## src/rtl/pmc_pkg.sv

```systemverilog
package pmc_pkg;
   typedef enum logic [1:0] {
      PM_RUN   = 2'b00,
      PM_IDLE  = 2'b01,
      PM_SLEEP = 2'b10,
      PM_WAKE  = 2'b11
   } pm_state_t;

   localparam logic [1:0] REQ_IDLE  = 2'b01;
   localparam logic [1:0] REQ_SLEEP = 2'b10;
endpackage

```

## src/rtl/pmc_wake_detect.sv

```systemverilog
module pmc_wake_detect #(
   parameter int N_IRQ     = 8,
   parameter int WAKE_SYNC = 0
) (
   input  logic             clk,
   input  logic             rst_n,
   input  logic [N_IRQ-1:0] irq_pend,
   input  logic [N_IRQ-1:0] irq_en,
   input  logic             wdt_timeout,
   output logic             wake
);
   logic raw_wake;
   assign raw_wake = (|(irq_pend & irq_en)) | wdt_timeout;

   generate
      if (WAKE_SYNC == 0) begin : g_direct
         assign wake = raw_wake;
      end else begin : g_sync
         logic [1:0] sync_q;
         always_ff @(posedge clk or negedge rst_n) begin
            if (!rst_n) sync_q <= '0;
            else        sync_q <= {sync_q[0], raw_wake};
         end
         assign wake = sync_q[1];
      end
   endgenerate
endmodule

```

## src/rtl/pmc_restart_timer.sv

```systemverilog
module pmc_restart_timer #(
   parameter int RESTART_W = 8
) (
   input  logic                 clk,
   input  logic                 rst_n,
   input  logic                 load,
   input  logic [RESTART_W-1:0] load_val,
   output logic                 done
);
   logic [RESTART_W-1:0] cnt_q;

   always_ff @(posedge clk or negedge rst_n) begin
      if (!rst_n)            cnt_q <= '0;
      else if (load)         cnt_q <= load_val;
      else if (cnt_q != '0)  cnt_q <= cnt_q - 1'b1;
   end

   assign done = (cnt_q == '0);
endmodule

```

## src/rtl/pmc_seq.sv

```systemverilog
module pmc_seq
   import pmc_pkg::*;
#(
   parameter int          CSEL_W   = 3,
   parameter logic [CSEL_W-1:0] CSEL_RST = '0
) (
   input  logic              clk,
   input  logic              rst_n,
   input  logic              req_valid,
   input  logic [1:0]        req_mode,
   input  logic              wake,
   input  logic              restart_done,
   input  logic [CSEL_W-1:0] clk_sel_in,
   output pm_state_t         state,
   output logic              sleep_accept,
   output logic              timer_load,
   output logic              wake_pulse,
   output logic [CSEL_W-1:0] clk_sel_saved
);
   pm_state_t state_d;
   logic      idle_accept;
   logic      pulse_d;

   assign sleep_accept = (state == PM_RUN) && req_valid && (req_mode == REQ_SLEEP);
   assign idle_accept  = (state == PM_RUN) && req_valid && (req_mode == REQ_IDLE);
   assign timer_load   = (state == PM_SLEEP) && wake;

   always_comb begin
      state_d = state;
      pulse_d = 1'b0;
      unique case (state)
         PM_RUN: begin
            if (sleep_accept)     state_d = PM_SLEEP;
            else if (idle_accept) state_d = PM_IDLE;
         end
         PM_IDLE: begin
            if (wake) begin
               state_d = PM_RUN;
               pulse_d = 1'b1;
            end
         end
         PM_SLEEP: begin
            if (wake) state_d = PM_WAKE;
         end
         PM_WAKE: begin
            if (restart_done) begin
               state_d = PM_RUN;
               pulse_d = 1'b1;
            end
         end
         default: state_d = PM_RUN;
      endcase
   end

   always_ff @(posedge clk or negedge rst_n) begin
      if (!rst_n) begin
         state         <= PM_RUN;
         wake_pulse    <= 1'b0;
         clk_sel_saved <= CSEL_RST;
      end else begin
         state      <= state_d;
         wake_pulse <= pulse_d;
         if (state == PM_RUN) clk_sel_saved <= clk_sel_in;
      end
   end
endmodule

```

## src/rtl/pmc_power_mode_ctrl.sv

```systemverilog
module pmc_power_mode_ctrl
   import pmc_pkg::*;
#(
   parameter int                N_IRQ     = 8,
   parameter int                CSEL_W    = 3,
   parameter logic [CSEL_W-1:0] CSEL_RST  = '0,
   parameter int                RESTART_W = 8,
   parameter int                WAKE_SYNC = 0
) (
   input  logic                 clk,
   input  logic                 rst_n,
   input  logic                 req_valid,
   input  logic [1:0]           req_mode,
   input  logic [N_IRQ-1:0]     irq_pend,
   input  logic [N_IRQ-1:0]     irq_en,
   input  logic                 wdt_timeout,
   input  logic                 wdt_enable,
   input  logic                 fscm_cfg,
   input  logic [CSEL_W-1:0]    clk_sel_in,
   input  logic [RESTART_W-1:0] restart_cnt,
   output logic [1:0]           mode_o,
   output logic                 cpu_clk_en,
   output logic                 per_clk_en,
   output logic                 osc_en,
   output logic                 lprc_en,
   output logic                 fscm_en,
   output logic                 wdt_clr,
   output logic                 wake_pulse,
   output logic [CSEL_W-1:0]    clk_sel_out
);
   generate
      if (N_IRQ < 1)                          begin : g_bad_irq   $error("N_IRQ must be at least 1"); end
      if (CSEL_W < 1)                         begin : g_bad_csel  $error("CSEL_W must be at least 1"); end
      if (RESTART_W < 1 || RESTART_W > 32)    begin : g_bad_rst   $error("RESTART_W out of range"); end
      if (WAKE_SYNC != 0 && WAKE_SYNC != 1)   begin : g_bad_sync  $error("WAKE_SYNC must be 0 or 1"); end
   endgenerate

   pm_state_t state;
   logic      wake, restart_done, timer_load, sleep_accept;
   logic      in_active;

   pmc_wake_detect #(.N_IRQ(N_IRQ), .WAKE_SYNC(WAKE_SYNC)) u_wake (
      .clk(clk), .rst_n(rst_n), .irq_pend(irq_pend), .irq_en(irq_en),
      .wdt_timeout(wdt_timeout), .wake(wake)
   );

   pmc_restart_timer #(.RESTART_W(RESTART_W)) u_timer (
      .clk(clk), .rst_n(rst_n), .load(timer_load), .load_val(restart_cnt),
      .done(restart_done)
   );

   pmc_seq #(.CSEL_W(CSEL_W), .CSEL_RST(CSEL_RST)) u_seq (
      .clk(clk), .rst_n(rst_n), .req_valid(req_valid), .req_mode(req_mode),
      .wake(wake), .restart_done(restart_done), .clk_sel_in(clk_sel_in),
      .state(state), .sleep_accept(sleep_accept), .timer_load(timer_load),
      .wake_pulse(wake_pulse), .clk_sel_saved(clk_sel_out)
   );

   assign in_active  = (state == PM_RUN) || (state == PM_IDLE);
   assign mode_o     = state;
   assign cpu_clk_en = (state == PM_RUN);
   assign per_clk_en = in_active;
   assign osc_en     = (state != PM_SLEEP);
   assign lprc_en    = (state != PM_SLEEP) || wdt_enable;
   assign fscm_en    = fscm_cfg && in_active;
   assign wdt_clr    = sleep_accept && wdt_enable;
endmodule

```

## config.mk

```make
export PLATFORM = sky130hd
export DESIGN_NAME = pmc_power_mode_ctrl
export DESIGN_NICKNAME = d
export VERILOG_FILES = /design/src/rtl/pmc_pkg.sv /design/src/rtl/pmc_wake_detect.sv /design/src/rtl/pmc_restart_timer.sv /design/src/rtl/pmc_seq.sv /design/src/rtl/pmc_power_mode_ctrl.sv
export SDC_FILE = /design/constraint.sdc
export NUM_CORES = 1
export LEC_CHECK = 0
export BUFFER_PORTS_ARGS = -buffer_cell sky130_fd_sc_hd__buf_2
export CAP_MARGIN = 20
export CORE_MARGIN = 1.5
export CORE_UTILIZATION = 35
export CTS_CLUSTER_DIAMETER = 120
export DETAILED_ROUTE_END_ITERATION = 10
export HOLD_SLACK_MARGIN = 0.08
export PLACE_DENSITY = 0.65
export SLEW_MARGIN = 0
export SYNTH_ARGS = -nofsm -noshare
export SYNTH_HDL_FRONTEND = slang
export SYNTH_SLANG_ARGS = --single-unit
```

## constraint.sdc

```tcl
create_clock -name clk -period 2.7 [get_ports clk]
set_input_delay 0.405 -clock clk [delete_from_list [all_inputs] [get_ports clk]]
set_output_delay 0.405 -clock clk [all_outputs]
set_load 0.02 [all_outputs]
```

==> run summary, run 1 <==
The flow ran to the end, and the final reports show no timing, DRC or antenna violations. Of the cells placed in the final design, the portion with a size suffix greater than 1 is 52.0%. The final hold violation count is 0, and the wire length of the first global-routing pass is 3110 um. The routed layout has 753 vias.

The length of the first detailed-routing pass in iterations was 6. After the last flow step, the layout net total stands at 162. Buffers added to address setup during post-CTS repair amount to 0. The tools report the weighted congestion at the end of routability-driven global placement as 0.790. The sort of element at the start of the critical path was a flip-flop.

The number of global-route vias before repair is 724, and the count of different cell masters after synthesis is 35. Setup repair after global routing left no endpoint under its margin. After legalization and detailed placement, the total HPWL measured 1560 um. The total negative slack was 0 ps.

For this design the top-level I/O count stands at 47. The worst min-delay path category was primary input to flip-flop. The data arrival time of the critical path came out at 2230 ps. Summed over all cells, the static leakage comes to 0.549 nW. In this run the most critical hold path is launched from restart_cnt[2].

VDD sags by at most 0.590 mV. The total global routing track utilization is 16.7%. The tool flagged a number of max-cap violations equal to 0.

The run gives 0 as the number of instances resized during post-cts repair. Wires add up to 1950 um. After floorplanning, the core was divided into 17 placement rows.

The synthesized design contains 14 register bits. Dividing the detail-routed wire length by the instance count gives 12.7 um. Count of flip-flops with a built-in enable after synthesis: 0. During placement, the flow inserted port buffers numbering 46. The share of flip-flops with an asynchronous set or reset was 100%. TritonCTS built the clock tree. Using the TritonRoute via totals, the vias-per-cell ratio works out to 4.92. The clock-pin transition on the worst setup and hold timing paths came out at 80 ps. For this design the ratio of total power to cell area is 1020 nW/um^2. The logs give 1 for the maximum level of the CTS H-tree and 341 ps for the worst hold margin. The number of antenna violations at the first check in global routing was 0; the synthesized netlist net count was 112. The total overflow left after global routing is 0. Counting the buffers created by CTS gives 3. Setup violations remaining at the end of the flow were counted as 0.

For this design, the sink count on the clock tree is 14. In this run the tightest slew margin relative to its limit is 63.7%. The logs give 0 for the post-detailed-route count of antenna-violating nets and 15 for the pin count of the biggest net entering global routing. The tools report the worst reg2reg path endpoint as u_timer.cnt_q[0]$_DFFE_PN0P_.

The root buffer cell chosen for the clock tree is sky130_fd_sc_hd__clkbuf_4. In this run, the number of DRC markers left after iteration 0 of detailed routing was 9. The number of max-slew violations in the final report is 0.

After synthesis, the mean cell area works out to 10.5 um^2. For this run, the leading register cell type out of synthesis is sky130_fd_sc_hd__dfrtp_1. The instance count along the most critical hold path was 2; the register-to-register path setup slack was 650 ps. The deepest clock path buffer count was 2; the clock period minus final worst setup slack was 2050 ps. The nature of the critical path endpoint was a flip-flop. The sequential area share after synthesis was 43.8%; the standard cell core area was 2190 um^2. The run gives 0 as the antenna diode count. The ratio of final minimum period to clock period was 76.1%. The tools report the destination of the worst hold path as u_timer.cnt_q[2]$_DFFE_PN0P_. The clock insertion delay at the later pin of the skew report came out at 290 ps. The depth of the worst register-to-register path works out to 6.

The worst clock skew was 4.30 ps. Synthesis handed over a netlist of 76 instances. The logs give 2880 ps for the data required time of the worst path and 36.5% for the initial core utilization. The startpoint identified for the worst register-to-register timing path is u_timer.cnt_q[0]$_DFFE_PN0P_. The type of the worst setup path was flip-flop to flip-flop. In this run the vertical extent of the chip is 50.8 um.

Total power for the finished layout comes to 1.12 mW. For this run, the number of Yosys warnings is 0. Compared with the post-synthesis result, the final layout area differs by 37.9%.

Of all nets on the critical path, the largest fanout is 6. For the pin with the worst max-slew slack, the measured transition is 544 ps. Measured along the x axis, the die boundary spans 50.8 um.

The synthesized netlist occupies a cell area of 800 um^2. In the routed design, unresolved DRC markers number 0. The final core utilization was 50.3%; the floorplan die area was 2580 um^2. The maximum achievable frequency came out at 0.487 GHz.
cell usage after synthesis, types with 2 or more instances:
| cell type | count | area (um^2) |
|---|---|---|
| sky130_fd_sc_hd__nor2_1 | 6 | 22.5 |
| sky130_fd_sc_hd__nand3_1 | 2 | 10.0 |
| sky130_fd_sc_hd__nand2_1 | 5 | 18.8 |
| sky130_fd_sc_hd__inv_1 | 3 | 11.3 |
| sky130_fd_sc_hd__a21oi_1 | 4 | 20.0 |
| sky130_fd_sc_hd__a22o_1 | 2 | 17.5 |
| sky130_fd_sc_hd__dfrtp_1 | 14 | 350 |
| sky130_fd_sc_hd__nor3_1 | 2 | 10.0 |
| sky130_fd_sc_hd__xnor2_1 | 3 | 26.3 |
| sky130_fd_sc_hd__mux2_2 | 10 | 113 |
worst max path at each step:
| stage | slack, ps | endpoint | from | cells after the start |
|---|---|---|---|---|
| 2_1_floorplan | 700 | wdt_clr | u_seq.state[1]$_DFFE_PN0P_ | 3 |
| 3_3_place_gp | 750 | u_timer.cnt_q[7]$_DFFE_PN0P_ | u_timer.cnt_q[1]$_DFFE_PN0P_ | 4 |
| 3_5_place_dp | 660 | u_timer.cnt_q[0]$_DFFE_PN0P_ | u_timer.cnt_q[0]$_DFFE_PN0P_ | 6 |
| 4_1_cts | 630 | u_timer.cnt_q[0]$_DFFE_PN0P_ | u_timer.cnt_q[0]$_DFFE_PN0P_ | 6 |
| 5_1_grt | 530 | u_timer.cnt_q[0]$_DFFE_PN0P_ | u_timer.cnt_q[1]$_DFFE_PN0P_ | 6 |
| 6_report | 650 | u_timer.cnt_q[0]$_DFFE_PN0P_ | u_timer.cnt_q[0]$_DFFE_PN0P_ | 6 |
power by group:
part	total [mW]	internal, mW	switching, mW	leakage, nW
combinational	0.555	0.287	0.267	0.366
clock	0.151	0.0822	0.0683	0.0210
sequential	0.418	0.314	0.104	0.162
total	1.12	0.684	0.440	0.549
routing by layer:
metal | part of all wire [%] | GRT usage [%] | wire, um
met4 | 2.3 | 8.11 | 44
met1 | 41 | 17.4 | 806
met2 | 51 | 30.0 | 1000
met5 | 0 | 0 | 0
met3 | 4.8 | 5.36 | 94
metrics by stage:
step	cell area, um^2	instances	setup slack, ps
floorplan	800	76	698
global placement	1060	148	745
detailed placement	1060	148	658
CTS	1100	153	632
global route	1100	153	533
finish	1100	153	647
state kept, by name, indices dropped and copies added (netlist names):
register             count
u_timer.cnt_q            8
u_seq.clk_sel_saved      3
u_seq.state              2
u_seq.wake_pulse         1
layout by cell type, fill, tap and decap left out, types with 3 or more instances in the layout:
cell | Yosys | final
sky130_fd_sc_hd__clkbuf_4 | 0 | 3
sky130_fd_sc_hd__nand2_1 | 5 | 5
sky130_fd_sc_hd__buf_2 | 1 | 46
sky130_fd_sc_hd__mux2_2 | 10 | 10
sky130_fd_sc_hd__nor2_1 | 6 | 6
sky130_fd_sc_hd__dfrtp_1 | 14 | 14
sky130_fd_sc_hd__a21oi_1 | 4 | 4
sky130_fd_sc_hd__inv_1 | 3 | 3
sky130_fd_sc_hd__xnor2_1 | 3 | 3
cells by family after synthesis:
logic type / count (synthesis) / share of synthesized area, %
AO/OA/AOI/OAI: 16 / 14.6
XOR/XNOR: 3 / 3.29
adder cells (fa/ha/maj): 1 / 1.56
buffers and inverters: 5 / 2.50
flip-flops: 14 / 43.8
multiplexers: 12 / 17.2
AND/OR/NAND/NOR: 25 / 17.1
worst max-delay path, cell delays in order (launching register included):
cell and delay (ps):
sky130_fd_sc_hd__dfrtp_1 420, sky130_fd_sc_hd__inv_1 70, sky130_fd_sc_hd__ha_1 190, sky130_fd_sc_hd__nor3b_1 490
sky130_fd_sc_hd__and2_0 400, sky130_fd_sc_hd__xnor2_1 100, sky130_fd_sc_hd__mux2_2 270
layout make-up:
type / instances / area (um^2)
Fill cell: 214 / 1090
Multi-Input combinational cell: 57 / 429
Sequential cell: 14 / 350
Timing Repair Buffer: 47 / 240
Clock buffer: 4 / 36.3
Tap cell: 28 / 35.0
Inverter: 3 / 11.3
what timing repair did:
| item | in CTS | in global routing |
|---|---|---|
| hold buffers | 1 | 0 |
| setup endpoints to repair | 0 | 0 |
| endpoints found under the hold margin | 14 | 0 |
No activity file was read; power rests on OpenSTA's default activity.
==> run 2: changes to the inputs <==
==> constraint.sdc (replaced) <==
create_clock -name clk -period 2 [get_ports clk]
set_input_delay 0.3 -clock clk [delete_from_list [all_inputs] [get_ports clk]]
set_output_delay 0.3 -clock clk [all_outputs]
set_load 0.02 [all_outputs]
==> run 2 against run 1 <==
Compared with the run above: register-to-register slack lost 580 ps; non-clock buffer count grew 3; critical path depth shrank 2; highest routed layer is now met3; largest power group unchanged; final cell count grew 1.3%; sequential share of layout area shrank 0.25 points; setup slack lost 580 ps; sequential power grew 33%; global-route usage shrank 0.62 points; first-iteration DRC count shrank 67%; fmax grew 6.1%.
==> run summary, run 2 (synthesis results as in run 1) <==
The flow ran to the end, and the final reports show no timing, DRC or antenna violations. Walking the worst path, the cells encountered are or4_4, or4_1, a22o_1, mux2_4. Setup repair after global routing left no endpoint under its margin.

The tools report the deepest clock path buffer count as 2 (unchanged). TritonCTS built the clock tree. Slew of the pin with the lowest slew margin: 404 ps (-139 ps).

The total routed wirelength was 1880 um (-3.2%). The relative max-transition margin is 73.0% (+9.3 points), and the total power per unit cell area is 1340 nW/um^2 (+32%). The clock-pin transition on the worst setup and hold timing paths works out to 80 ps (about the same). The run gives 1560 um (-0.38%) as the detailed placer's ending HPWL. The number of global-route vias before repair was 748 (+3.3%). The run gives 3 (-6) as the starting DRC count in detailed routing. The type of the worst setup path is flip-flop to flip-flop. The post-detailed-route count of antenna-violating nets was 0 (unchanged); the number of DRC violations after detailed routing was 0 (unchanged).

The logs give 2190 um^2 (unchanged) for the standard cell core area and 0.661 mV (+12%) for the worst voltage drop across the vdd grid. The run gives 0 (unchanged) as the final count of negative-setup-slack endpoints. The sort of element at the start of the critical path was a flip-flop. The minimum setup slack in the final design was 65.4 ps (-581 ps).

The logs give 1.54 ps (-2.77 ps) for the worst clock skew and 3130 um (+0.64%) for the wire length of the first global-routing pass. The tools report the initial core utilization as 36.5% (unchanged). For the final hold violation count, the log shows 0 (unchanged). The share of layout cells above drive strength 1 was 52.8% (+0.76 points); the clock period minus final worst setup slack was 1930 ps (-119 ps).

For the pin count of the biggest net entering global routing, the log shows 15 (unchanged). The tools report the post-layout instance count excluding filler cells as 155 (+1.3%). Maximum single-stage delay on the critical path: 550 ps (+60 ps). For the weighted congestion at the end of routability-driven global placement, the log shows 0.816 (+3.3%). The run gives 14 (unchanged) as the number of sinks on the clock net. The root buffer cell chosen for the clock tree is sky130_fd_sc_hd__clkbuf_4. The critical-path cell with the highest stage delay was sky130_fd_sc_hd__or4_4. The height of the die is 50.8 um (unchanged), and the total via count after detailed routing is 761 (+1.1%).

The logs give 3 (unchanged) for the TritonCTS buffer count and 151 (+2.0%) for the number of placed cells counting well taps. The number of port buffers was 46 (unchanged); the ratio of final minimum period to clock period was 96.7% (+21 points). The tools report the data arrival time of the critical path as 2100 ps (-130 ps). The floorplan die area was 2580 um^2 (unchanged). The flip-flop count of the largest register, all copies and words added is 8 (unchanged), and the mean routed wirelength per cell is 12.1 um (-4.5%). The antenna diode count is 0 (unchanged). The run gives 0 ps (unchanged) as the total negative slack.

The maximum level of the CTS H-tree was 1 (unchanged). The leading cell type in the layout, fill and taps excluded is sky130_fd_sc_hd__buf_2. The tools report the number of antenna violations at the first check in global routing as 0 (unchanged).

The total global routing track utilization is 16.1% (-0.62 points). The overflow left after global routing is 0 (unchanged), and the relative area change from synthesis to final layout is 39.0%. The number of vias per cell came out at 4.91 (-0.24%).

The library cells used most frequently in the layout, excluding fill and tap cells, are sky130_fd_sc_hd__buf_2 (46), sky130_fd_sc_hd__dfrtp_1 (14), sky130_fd_sc_hd__mux2_2 (10), sky130_fd_sc_hd__nor2_1 (6), sky130_fd_sc_hd__nand2_1 (5). The setup slack after placement is 44.3 ps (-614 ps). The run gives 47 (unchanged) as the number of I/O pins. Chip width: 50.8 um (unchanged). Nature of the critical path endpoint: a flip-flop. The data required time of the worst path is 2160 ps (-720 ps), and the clock insertion delay at the later pin of the skew report is 270 ps (-20 ps). The reported max-cap violation count was 0 (unchanged); the post-CTS setup repair buffer count was 0 (unchanged). The largest registers in the layout are u_timer.cnt_q x8, u_seq.clk_sel_saved x3, u_seq.state x2.

The largest driver fanout on the critical path was 5 (-1). The worst min-delay path category is primary input to flip-flop. The tools report the total number of nets in the final design as 165 (+1.9%). The row count is 17 (unchanged).

The tools report the number of max-slew violations in the final report as 0 (unchanged). The standby leakage power is 0.559 nW (+1.7%). The length of the first detailed-routing pass in iterations came out at 4 (-2). The tools report the maximum achievable frequency as 0.517 GHz (+6.1%). The register with the most flip-flops in the final layout is u_timer.cnt_q.
run 2: changes by cell type in the layout (fill, tap and decap cells not counted):
| cell | previous run | this run |
|---|---|---|
| sky130_fd_sc_hd__and2_0 | 1 | 0 |
| sky130_fd_sc_hd__buf_4 | 0 | 3 |
| sky130_fd_sc_hd__and2_1 | 0 | 1 |
| sky130_fd_sc_hd__clkbuf_8 | 1 | 0 |
run 2: critical path, delay by kind of cell, from the launching register on:
kind | cells | cell delay (ps)
muxes | 1 | 250
DFF | 1 | 390
AOI/OAI and AO/OA | 1 | 240
and+or+nand+nor | 2 | 960
run 2: where the power goes:
part	switching, mW	internal [mW]	leakage (nW)
clock	0.0834	0.0696	0.0138
sequential	0.134	0.424	0.162
combinational	0.370	0.413	0.382
run 2: metrics by stage:
| stage | utilization, % | hold WS, ps | cell area [um^2] | power [mW] |
|---|---|---|---|---|
| after floorplan | - | 4.41 | 800 | 1.10 |
| after global placement | 49.2 | 208 | 1080 | 1.33 |
| after detailed placement | 49.2 | 218 | 1080 | 1.35 |
| after CTS | 50.7 | 244 | 1110 | 1.52 |
| after global routing | 50.7 | 246 | 1110 | 1.62 |
| final | 50.7 | 255 | 1110 | 1.49 |
run 2: timing repair:
action	in CTS	in global routing
hold endpoints to repair	14	0
gates resized for setup	0	1
endpoints found under the setup margin	0	2
hold buffers	1	0
run 2: layout make-up:
class / count / area [um^2]
fill: 213 / 1080
multi-input combinational: 57 / 429
sequential: 14 / 350
timing repair buffer: 50 / 263
tap: 28 / 35.0
clock buffer: 3 / 22.5
inverter: 3 / 11.3
run 2: worst paths after layout:
| check | slack (ps) | cells past startpoint | end | start |
|---|---|---|---|---|
| min in group asynchronous | 450 | 2 | u_seq.wake_pulse$_DFF_PN0_ | rst_n |
| min reg2reg | 510 | 1 | u_seq.clk_sel_saved[2]$_DFFE_PN0N_ | u_seq.clk_sel_saved[2]$_DFFE_PN0N_ |
| max reg2reg | 70 | 4 | u_timer.cnt_q[7]$_DFFE_PN0P_ | u_timer.cnt_q[2]$_DFFE_PN0P_ |
| min | 260 | 2 | u_timer.cnt_q[5]$_DFFE_PN0P_ | restart_cnt[5] |
| max in group asynchronous | 1300 | 2 | u_seq.clk_sel_saved[1]$_DFFE_PN0N_ | rst_n |
| max | 70 | 4 | u_timer.cnt_q[7]$_DFFE_PN0P_ | u_timer.cnt_q[2]$_DFFE_PN0P_ |
run 2: routing by layer:
metal	routed length, um	share of wire, %	track usage [%]	vias up
met2	1010	53	31.4	18
met4	0	0	2.70	0
li1	-	-	-	386
met1	794	42	17.0	357
met5	0	0	0	-
met3	81	4.3	4.76	0
==> run 3: changes to the inputs <==
--- a/config.mk
+++ b/config.mk
@@ -13,6 +13,7 @@
 export DETAILED_ROUTE_END_ITERATION = 10
 export HOLD_SLACK_MARGIN = 0.08
 export PLACE_DENSITY = 0.65
+export RECOVER_POWER = 50
 export SLEW_MARGIN = 0
 export SYNTH_ARGS = -nofsm -noshare
 export SYNTH_HDL_FRONTEND = slang
==> run 3 against run 2 <==
Compared with the run above: power shrank 0.95%; non-clock buffer count is the same; first-iteration DRC count is the same; register-to-register slack is essentially flat; setup slack lost 2.8 ps; sequential share of layout area grew 0.21 points; count of clock-buffer cells in the layout is the same; clock skew shrank 0.61 ps; final area shrank 0.68%; critical path type unchanged.
==> run summary, run 3 (synthesis results as in run 1) <==
The deepest clock path buffer count was 2 (unchanged); the post-CTS setup repair buffer count was 0 (unchanged). The share of layout cells above drive strength 1 came out at 48.0% (-4.7 points). The critical path in this run is classified as flip-flop to flip-flop. Number of max-slew violations in the final report: 0 (unchanged). The pin count of the biggest net entering global routing came out at 15 (unchanged). The weighted congestion at the end of routability-driven global placement is 0.816 (unchanged).

STA classifies the critical path startpoint as a flip-flop. For the reported max-cap violation count, the log shows 0 (unchanged). The number of antenna violations at the first check in global routing was 0 (unchanged).

Data arrival time of the critical path: 2100 ps (about the same). The worst voltage drop across the vdd grid is 0.661 mV (about the same), and the number of I/O pins is 47 (unchanged). In the final layout, the registers with the most flip-flops are u_timer.cnt_q x8, u_seq.clk_sel_saved x3, u_seq.state x2.

From synthesis to final layout, the design area changed by 38.0%. The placed instance area was 1080 um^2 (unchanged). The initial core utilization was 36.5% (unchanged).

The register with the highest flop count is u_timer.cnt_q. The number of vias per cell is 4.92 (+0.26%). The top cell types in the final layout, fill and taps aside, are sky130_fd_sc_hd__buf_2 (40), sky130_fd_sc_hd__dfrtp_1 (14), sky130_fd_sc_hd__mux2_2 (10), sky130_fd_sc_hd__nor2_1 (6), sky130_fd_sc_hd__clkbuf_1 (6).

The sum of met2 wire segment lengths after detailed routing was 1010 um (-0.20%). The tools report the TritonCTS buffer count as 3 (unchanged). The logs give 16.1% (unchanged) for the total global routing track utilization and 0 (unchanged) for the post-detailed-route count of antenna-violating nets.

The length of the first detailed-routing pass in iterations is 4 (unchanged). Mean routed wirelength per cell: 12.1 um (-0.64%). The total power per unit cell area is 1340 nW/um^2 (-0.28%). For the met1 routed wirelength after detailed routing, the log shows 786 um (-1.0%).

The number of DRC violations after detailed routing came out at 0 (unchanged). The flow ran to the end, and the final reports show no timing, DRC or antenna violations. The worst hold margin was 256 ps (+0.665 ps); the number of sinks on the clock net was 14 (unchanged). The logs give 1560 um (unchanged) for the detailed placer's ending HPWL and 79 um (-2.5%) for the wire length on met3. Largest driver fanout on the critical path: 5 (unchanged). The number of global-route vias before repair is 748 (unchanged). The row count was 17 (unchanged); the total via count after detailed routing was 763 (+0.26%). The worst clock skew was 0.921 ps (-0.615 ps). The clock-pin transition on the worst setup and hold timing paths is 80 ps (about the same). The clock period minus final worst setup slack was 1940 ps (+2.84 ps). The logs give 0 (unchanged) for the overflow left after global routing and 0.516 GHz (-0.15%) for the maximum achievable frequency.

The register-to-register path setup slack was 60 ps (about the same). Clock insertion delay at the later pin of the skew report: 270 ps (about the same). The flip-flop count of the largest register, all copies and words added is 8 (unchanged). The clock tree root driver cell was sky130_fd_sc_hd__clkbuf_4. TritonCTS built the clock tree. The ratio of final minimum period to clock period was 96.9% (+0.14 points). The highest layer touched by signal routing is met3. Number of port buffers: 46 (unchanged). The worst min-delay path category was primary input to flip-flop. The final hold violation count came out at 0 (unchanged). Maximum level of the CTS H-tree: 1 (unchanged). The final count of negative-setup-slack endpoints was 0 (unchanged); the standby leakage power was 0.541 nW (-3.1%). The tools report the area of all placed cells without fillers as 1100 um^2 (-0.68%). Standard cell core area: 2190 um^2 (unchanged).

The wire length of the first global-routing pass was 3130 um (unchanged); the total negative slack was 0 ps (unchanged). The relative max-transition margin is 48.5% (-24 points). The logs give 1870 um (-0.64%) for the total routed wirelength and 2580 um^2 (unchanged) for the floorplan die area.

The tools report the total number of nets in the final design as 165 (unchanged). The leading cell type in the layout, fill and taps excluded was sky130_fd_sc_hd__buf_2. The worst setup path is captured at a flip-flop. Chip width: 50.8 um (unchanged). The tools report the antenna diode count as 0 (unchanged). Setup repair after global routing left no endpoint under its margin. The data required time of the worst path was 2160 ps (about the same). The height of the die is 50.8 um (unchanged). The slew of the pin with the lowest slew margin is 772 ps (+368 ps), and the starting DRC count in detailed routing is 3 (unchanged).
[run 3: cell count changes in the layout (fill, tap and decap cells not counted), sizes merged]
cell,delta
clkbuf,+6
buf,-6
[run 3: power by group]
group          leakage (nW)  internal, mW  switching [mW]
clock                0.0138        0.0696          0.0820
sequential            0.162         0.424           0.134
combinational         0.365         0.400           0.370
[run 3: cell type report]
cell class                 count  area (um^2)
fill                         216         1090
multi-input combinational     57          429
sequential                    14          350
timing repair buffer          50          255
tap                           28         35.0
clock buffer                   3         22.5
inverter                       3         11.3
[run 3: per-layer routing]
metal  vias to the layer above  global-route usage (%)
met2                        18                    31.4
met3                         0                    4.76
met4                         0                    2.70
met1                       358                    17.0
li1                        387                       -
met5                         -                       0
[run 3: path summary, 6_finish.rpt]
path,start,endpoint,cells past startpoint
worst max-delay path,u_timer.cnt_q[2]$_DFFE_PN0P_,u_timer.cnt_q[7]$_DFFE_PN0P_,4
worst min-delay path,clk_sel_in[1],u_seq.clk_sel_saved[1]$_DFFE_PN0N_,2
worst max register to register,u_timer.cnt_q[2]$_DFFE_PN0P_,u_timer.cnt_q[7]$_DFFE_PN0P_,4
worst min register to register,u_seq.clk_sel_saved[2]$_DFFE_PN0N_,u_seq.clk_sel_saved[2]$_DFFE_PN0N_,1
max in group asynchronous,rst_n,u_timer.cnt_q[1]$_DFFE_PN0P_,2
min in group asynchronous,rst_n,u_timer.cnt_q[4]$_DFFE_PN0P_,2
[run 3: repair_timing]
item | in CTS | in global routing
hold endpoints to repair | 14 | 0
gates resized for setup | 0 | 1
endpoints found under the setup margin | 0 | 2
hold buffers | 1 | 0
[run 3: worst max-delay path, cell delays in order (launching register included)]
cell	delay [ps]
sky130_fd_sc_hd__dfrtp_1	380
sky130_fd_sc_hd__or4_4	550
sky130_fd_sc_hd__or4_1	410
sky130_fd_sc_hd__a22o_1	240
sky130_fd_sc_hd__mux2_4	250
[run 3: stage by stage]
stage,cells,total power [mW],setup WS [ps],utilization [%]
5_1_grt,155,1.61,9.12,50.4
2_1_floorplan,76,1.10,97.1,-
6_report,155,1.48,62.6,50.4
3_3_place_gp,151,1.33,77.4,49.2
4_1_cts,155,1.52,29.3,50.7
3_5_place_dp,151,1.35,44.3,49.2
